**src/rtl/dmmp_pkg.sv**
```systemverilog
package dmmp_pkg;
  localparam int LANE_W   = 8;
  localparam int LANE_CNT = 6;
  localparam int BANK_CNT = 3;
  localparam int BUS_W    = LANE_W * LANE_CNT;
  localparam int BANK_W   = BUS_W / BANK_CNT;
  localparam int WORD_W   = 2 * BANK_W;
  localparam int CHK_W    = 6;
  localparam int TOP_POS  = WORD_W + CHK_W;
  localparam int CODE_W   = TOP_POS + 1;

  typedef struct packed {
    logic edac;
    logic wrEn;
    logic capture;
  } dmmpStrobe_t;

  // Data bits covered by check bit k.
  function automatic logic [WORD_W-1:0] chkMask(input int k);
    logic [WORD_W-1:0] m;
    int d;
    m = '0;
    d = 0;
    for (int p = 1; p <= TOP_POS; p++) begin
      if ((p & (p - 1)) != 0) begin
        if (((p >> k) & 1) == 1) m[d] = 1'b1;
        d++;
      end
    end
    return m;
  endfunction

  // Hamming position that holds data bit idx.
  function automatic int dataPos(input int idx);
    int d;
    int res;
    d = 0;
    res = 0;
    for (int p = 1; p <= TOP_POS; p++) begin
      if ((p & (p - 1)) != 0) begin
        if (d == idx) res = p;
        d++;
      end
    end
    return res;
  endfunction
endpackage

```
**src/rtl/dmmp_ctrl.sv**
```systemverilog
module dmmp_ctrl
  import dmmp_pkg::*;
(
  input  logic        clk,
  input  logic        rstN,
  input  logic        modeEdac,
  input  logic        hostWe,
  input  logic        hostRe,
  input  logic        memRdValid,
  output dmmpStrobe_t strobe,
  output logic        memWe,
  output logic        memRe
);
  logic pendingRd;

  assign memWe          = hostWe;
  assign memRe          = hostRe & ~hostWe;
  assign strobe.edac    = modeEdac;
  assign strobe.wrEn    = hostWe;
  assign strobe.capture = memRdValid;

  always_ff @(posedge clk) begin
    if (!rstN)           pendingRd <= 1'b0;
    else if (memRe)      pendingRd <= 1'b1;
    else if (memRdValid) pendingRd <= 1'b0;
  end

  AST_MODE_HELD: assert property (@(posedge clk) disable iff (!rstN)
    pendingRd |-> $stable(modeEdac));
endmodule

```
**src/rtl/dmmp_datapath.sv**
```systemverilog
module dmmp_datapath
  import dmmp_pkg::*;
(
  input  logic              clk,
  input  logic              rstN,
  input  dmmpStrobe_t       strobe,
  input  logic [WORD_W-1:0] hostWrData,
  output logic [BUS_W-1:0]  memWrData,
  input  logic [BUS_W-1:0]  memRdData,
  input  logic [BUS_W-1:0]  injectMask,
  output logic [WORD_W-1:0] hostRdData,
  output logic              hostRdValid,
  output logic              errVoteMismatch,
  output logic              errCorrected,
  output logic              errUncorrectable
);
  localparam int PAD_W = BANK_W - CHK_W - 1;

  logic [CHK_W-1:0]  wrChk, rdSyn;
  logic              wrParity, rdParity, posOk, isSingle, isDouble;
  logic [BUS_W-1:0]  rdCode, encEdac, encTriple;
  logic [WORD_W-1:0] rdWord, fixWord;
  logic [BANK_W-1:0] bank [BANK_CNT];
  logic [BANK_W-1:0] vote;
  logic              voteMis;

  assign rdCode = memRdData ^ injectMask;
  assign rdWord = rdCode[WORD_W-1:0];

  for (genvar b = 0; b < BANK_CNT; b++) begin : g_bank
    assign bank[b] = rdCode[b*BANK_W +: BANK_W];
  end

  for (genvar k = 0; k < CHK_W; k++) begin : g_chk
    localparam logic [WORD_W-1:0] COVER = chkMask(k);
    assign wrChk[k] = ^(hostWrData & COVER);
    assign rdSyn[k] = (^(rdWord & COVER)) ^ rdCode[WORD_W + k];
  end

  // write encoding
  assign wrParity  = (^hostWrData) ^ (^wrChk);
  assign encEdac   = {{PAD_W{1'b0}}, wrParity, wrChk, hostWrData};
  assign encTriple = {BANK_CNT{hostWrData[BANK_W-1:0]}};
  assign memWrData = !strobe.wrEn ? '0 : (strobe.edac ? encEdac : encTriple);

  // majority vote
  assign vote    = (bank[0] & bank[1]) | (bank[0] & bank[2]) | (bank[1] & bank[2]);
  assign voteMis = (bank[0] != vote) | (bank[1] != vote) | (bank[2] != vote);

  // SEC-DED decode
  assign rdParity = (^rdWord) ^ (^rdCode[WORD_W +: CHK_W]) ^ rdCode[TOP_POS];
  assign posOk    = rdSyn <= CHK_W'(TOP_POS);
  assign isSingle = rdParity & posOk;
  assign isDouble = (~rdParity & (rdSyn != '0)) | (rdParity & ~posOk);

  for (genvar i = 0; i < WORD_W; i++) begin : g_fix
    localparam int POS = dataPos(i);
    assign fixWord[i] = rdWord[i] ^ (isSingle && (rdSyn == CHK_W'(POS)));
  end

  always_ff @(posedge clk) begin
    if (!rstN) begin
      hostRdData       <= '0;
      hostRdValid      <= 1'b0;
      errVoteMismatch  <= 1'b0;
      errCorrected     <= 1'b0;
      errUncorrectable <= 1'b0;
    end else begin
      hostRdValid      <= strobe.capture;
      errVoteMismatch  <= strobe.capture & ~strobe.edac & voteMis;
      errCorrected     <= strobe.capture & strobe.edac & isSingle;
      errUncorrectable <= strobe.capture & strobe.edac & isDouble;
      if (strobe.capture)
        hostRdData <= strobe.edac ? fixWord : {{BANK_W{1'b0}}, vote};
    end
  end

  AST_FLAG_ONEHOT: assert property (@(posedge clk) disable iff (!rstN)
    $onehot0({errVoteMismatch, errCorrected, errUncorrectable}));
  AST_FLAG_NEEDS_VALID: assert property (@(posedge clk) disable iff (!rstN)
    (errVoteMismatch || errCorrected || errUncorrectable) |-> hostRdValid);
  AST_RD_LATENCY: assert property (@(posedge clk) disable iff (!rstN)
    strobe.capture |=> hostRdValid);
  AST_NO_STRAY_VALID: assert property (@(posedge clk) disable iff (!rstN)
    !strobe.capture |=> !hostRdValid);
  AST_TRIPLE_COPIES: assert property (@(posedge clk) disable iff (!rstN)
    (strobe.wrEn && !strobe.edac) |->
      (memWrData[0 +: BANK_W] == memWrData[BANK_W +: BANK_W]) &&
      (memWrData[BANK_W +: BANK_W] == memWrData[2*BANK_W +: BANK_W]));
  AST_SPARE_ZERO: assert property (@(posedge clk) disable iff (!rstN)
    (strobe.wrEn && strobe.edac) |-> (memWrData[BUS_W-1:CODE_W] == '0));
  AST_TRIPLE_UPPER: assert property (@(posedge clk) disable iff (!rstN)
    (strobe.capture && !strobe.edac) |=> (hostRdData[WORD_W-1:BANK_W] == '0));
endmodule

```
**src/rtl/dual_mode_mem_path.sv**
```systemverilog
module dual_mode_mem_path
  import dmmp_pkg::*;
#(
  parameter int ADDR_W = 12
) (
  input  logic              clk,
  input  logic              rstN,
  input  logic              modeEdac,
  input  logic [ADDR_W-1:0] hostAddr,
  input  logic              hostWe,
  input  logic              hostRe,
  input  logic [31:0]       hostWrData,
  output logic [31:0]       hostRdData,
  output logic              hostRdValid,
  output logic              errVoteMismatch,
  output logic              errCorrected,
  output logic              errUncorrectable,
  output logic [ADDR_W-1:0] memAddr,
  output logic              memWe,
  output logic              memRe,
  output logic [47:0]       memWrData,
  input  logic [47:0]       memRdData,
  input  logic              memRdValid,
  input  logic [47:0]       injectMask
);
  dmmpStrobe_t strobe;

  assign memAddr = hostAddr;

  dmmp_ctrl uCtrl (
    .clk        (clk),
    .rstN       (rstN),
    .modeEdac   (modeEdac),
    .hostWe     (hostWe),
    .hostRe     (hostRe),
    .memRdValid (memRdValid),
    .strobe     (strobe),
    .memWe      (memWe),
    .memRe      (memRe)
  );

  dmmp_datapath uPath (
    .clk              (clk),
    .rstN             (rstN),
    .strobe           (strobe),
    .hostWrData       (hostWrData),
    .memWrData        (memWrData),
    .memRdData        (memRdData),
    .injectMask       (injectMask),
    .hostRdData       (hostRdData),
    .hostRdValid      (hostRdValid),
    .errVoteMismatch  (errVoteMismatch),
    .errCorrected     (errCorrected),
    .errUncorrectable (errUncorrectable)
  );
endmodule

```
**config.mk**
```make
export PLATFORM = sky130hd
export DESIGN_NAME = dual_mode_mem_path
export DESIGN_NICKNAME = d
export VERILOG_FILES = /design/src/rtl/dmmp_pkg.sv /design/src/rtl/dmmp_ctrl.sv /design/src/rtl/dmmp_datapath.sv /design/src/rtl/dual_mode_mem_path.sv
export SDC_FILE = /design/constraint.sdc
export NUM_CORES = 1
export LEC_CHECK = 0
export ABC_AREA = 1
export CORE_MARGIN = 4
export CORE_UTILIZATION = 50
export CTS_CLUSTER_SIZE = 25
export DETAILED_ROUTE_END_ITERATION = 6
export HOLD_SLACK_MARGIN = 0.08
export PLACE_DENSITY_LB_ADDON = 0.2
export SYNTH_ARGS = -nofsm -noshare
export SYNTH_HDL_FRONTEND = slang
export SYNTH_SLANG_ARGS = --single-unit
```
**constraint.sdc**
```tcl
create_clock -name clk -period 6.68 [get_ports clk]
set_input_delay 1.336 -clock clk [delete_from_list [all_inputs] [get_ports clk]]
set_output_delay 1.336 -clock clk [all_outputs]
set_load 0.005 [all_outputs]
```
==> summary.md <==
| Metric | Value |
|---|---|
| Worst path slowest cell | `clkdlybuf4s50_1` |
| Internal power | `0.818 mW` |
| Final #Nets | `1646` |
| Post-Layout Cell Count | `1673` |
| Setup repair bufs after CTS | `0` |
| Failing checks | `design-rule violations` |
| Top FF cell, synth | `dfxtp_1` |
| Max frequency | `0.176 GHz` |
| Hold path depth | `2` |
| Bufs and invs on worst path | `3` |
| Final min period | `5.67 ns` |
| Worst VDD drop | `0.000126 V` |
| Synth top area cells | `nand2_1 (37%), dfxtp_1 (11%), inv_1 (8.1%)` |
| Starting DRT DRC Count | `892` |
| RSZ-0062 raised after global routing | `no` |
| Slowest stage delay, CP | `0.51 ns` |
| Setup Skew | `0 ns` |
| Clock Latency Late Sink | `0.28 ns` |
| Wire per inst | `16.3 um` |
| Worst r2r path cells | `3` |
| Largest area contributor in the synthesized netlist | `nand2_1` |
| Max_slew headroom | `30.8%` |
| HP Class | `register to register` |
| CP top delay family | `XOR/XNOR gates` |
| Net Sw Frac | `50.7%` |
| Distinct cells, synth | `39` |
| Dpl hpwl | `23000 um` |
| Share of cells above drive strength 1 | `4.60%` |
| Required @ worst endpoint | `5.34 ns` |
| Critical path type | `input pin to output pin` |
| Core area | `0.0128 mm^2` |
| I/O pin cnt | `244` |
| Ys async rst share | `0%` |
| MaxCap Viol Count | `0` |
| Crit path depth | `14` |
| CTS tree | `built` |
| Startpoint types | `input pin` |
| Most frequent cell after synthesis | `nand2_1` |
| Drt first pass iters | `7` |
| Worst Max-Slew Pin Slew | `1.03 ns` |
| Antenna Diode Count | `0` |
| Synth top cells by count | `nand2_1 (658), inv_1 (142), nand3_1 (96), nor2_1 (57), xor2_1 (57)` |
| Pwr Density | `184 mW/mm^2` |
| I/O Buffers | `219` |
| Final wirelength | `27300 um` |
| Endpoint type of the worst setup path | `output pin` |
| Tot GR Track Use | `34.3%` |
| Crit path cell chain | `clkdlybuf4s50_1 -> xnor2_1 -> xor2_1 -> xor2_1 -> xor2_1 -> xor2_1 -> xor2_1 -> inv_1 -> nand2_1 -> nand2_1 -> nand2_1 -> nand3b_1 -> nand2_1 -> clkdlybuf4s50_1` |
| Hold-fix buffers, CTS | `0` |
| Most Frequent Cell on Critical Path | `xor2_1` |
| Post-Syn Instances | `1305` |
| Netlist Area Pre-Place | `0.00662 mm^2` |
| First-pass GRT wire length | `40600 um` |
| Layout Area Growth over Synthesis | `36.3%` |
| Clock Tree Buf Depth | `2` |
| Post-synth top area share | `37.3%` |
| Switch Pwr | `0.840 mW` |
| Dpl cell area | `0.00886 mm^2` |
| Comb pwr share | `68.5%` |
| Leak pwr | `4.76 nW` |
| Via-to-Cell Ratio | `5.38` |
| Setup violators final | `0` |
| Initial antenna violation count | `0` |
| Inst Count DP | `1665` |
| EDFF count, synth | `0` |
| Core Rows | `41` |
| Syn avg cell area | `5.07 um^2` |
| Number of global-route vias before repair | `8077` |
| Remaining DRCs | `9` |
| Die X-Extent | `123 um` |
| Post-synth net total | `1451` |
| Design Area, Final | `0.00903 mm^2` |
| Arr. time, crit path | `4.34 ns` |
| Largest net degree at the start of global routing | `54` |
| Clock slew at reported path FFs | `0.06 ns` |
| Worst hold slack | `0.452 ns` |
| Antenna viol nets, final | `0` |
| Clock group share of total power | `17.0%` |
| Post-CTS sizing | `0` |
| Final hold vios | `0` |
| Crit path max fanout | `3` |
| Run status | `finished with violations` |
| Synth Register Bits | `36` |
| Die Y | `123 um` |
| Final Slew Violations | `0` |
| DR vias | `9008` |
| Clk sinks | `36` |
| Setup TNS Final | `0 ns` |
| Root Driver | `clkbuf_16` |
| Deepest level of the CTS H-tree | `2` |
| Die Area | `0.0151 mm^2` |
| Synth Warn # | `0` |
| Final GP Congestion | `1.07` |
| Total grt overflow | `0` |
| Flop pwr share | `14.5%` |
| Register area share after synthesis | `10.9%` |
| Total CTS buffers | `5` |
| Crit share post-route | `84.9%` |
| Initial Utilization | `51.8%` |
## per-layer routing
metal  wire, um  part of all wire (%)  up-vias  track usage (%)
li1           -                     -     4447                -
met1      10800                    40     3989             42.9
met2      12700                    46      494             59.7
met3       2920                    11       78             6.50
met4        928                   3.4        0             10.2
met5          0                     0        -                0
## per-stage QoR
step	total power, mW	setup WS (ns)	util [%]
floorplan	0.987	2.31	-
global placement	1.33	1.19	69.4
detailed placement	1.35	1.01	69.4
CTS	1.63	1.00	70.7
global route	1.77	0.781	70.7
finish	1.66	1.01	70.7
## tightest hold or removal path, stage by stage, from the launching register on
cell     delay [ns]
dfxtp_1        0.31
nand2_1        0.06
nand2_1        0.05
## path summary, 6_finish.rpt
| kind | from | endpoint | slack [ns] |
|---|---|---|---|
| max | hostWrData[21] | memWrData[38] | 1.01 |
| min | uPath.hostRdData[21]$_SDFFE_PN0P_ | uPath.hostRdData[21]$_SDFFE_PN0P_ | 0.45 |
| max reg2reg | uPath.hostRdData[2]$_SDFFE_PN0P_ | uPath.hostRdData[2]$_SDFFE_PN0P_ | 5.89 |
| min reg2reg | uPath.hostRdData[21]$_SDFFE_PN0P_ | uPath.hostRdData[21]$_SDFFE_PN0P_ | 0.45 |
## layout make-up
| cell class | count | area [um^2] |
|---|---|---|
| multi-input combinational | 1071 | 5090 |
| inverter | 163 | 612 |
| tap | 172 | 215 |
| clock buffer | 5 | 125 |
| fill | 1155 | 3750 |
| sequential | 36 | 721 |
| timing repair buffer | 223 | 2220 |
| clock inverter | 3 | 42.5 |
## state kept, by name, summed over array words and instances (netlist names)
| signal | flops |
|---|---|
| uPath.hostRdData | 32 |
| uPath.errCorrected | 1 |
| uPath.errUncorrectable | 1 |
| uPath.errVoteMismatch | 1 |
| uPath.hostRdValid | 1 |
## power by group through the flow
stage               sequential, mW  combinational [mW]  clock (mW)
floorplan                    0.243               0.744           0
global placement             0.244                1.09           0
detailed placement           0.244                1.11           0
CTS                          0.240                1.11       0.278
global route                 0.241                1.24       0.287
finish                       0.240                1.14       0.283
## layout by cell type, fill, tap and decap left out, drive strengths merged, types with 2 or more instances in the layout
master	count
nor2	58
a211oi	2
inv	163
xnor2	46
nand3	98
o2111ai	7
xor2	59
a21oi	16
or2	3
nand2	676
o21bai	3
nand4	20
clkbuf	5
a32oi	7
o21ai	42
o22ai	5
a31o	7
nor4	4
nor3	8
nand3b	3
dfxtp	36
a22oi	2
clkdlybuf4s50	219
buf	4
## logic make-up (layout without fill, tap and decap cells)
group	after synthesis	in the layout	share of synthesized area, %
and+or+nand+nor	871	871	53.6
buffers and inverters	198	394	12.3
xor gates and xnor gates	105	105	14.2
AOI/OAI and AO/OA	95	95	8.92
DFF	36	36	10.9
(Power assumes the default switching activity.)
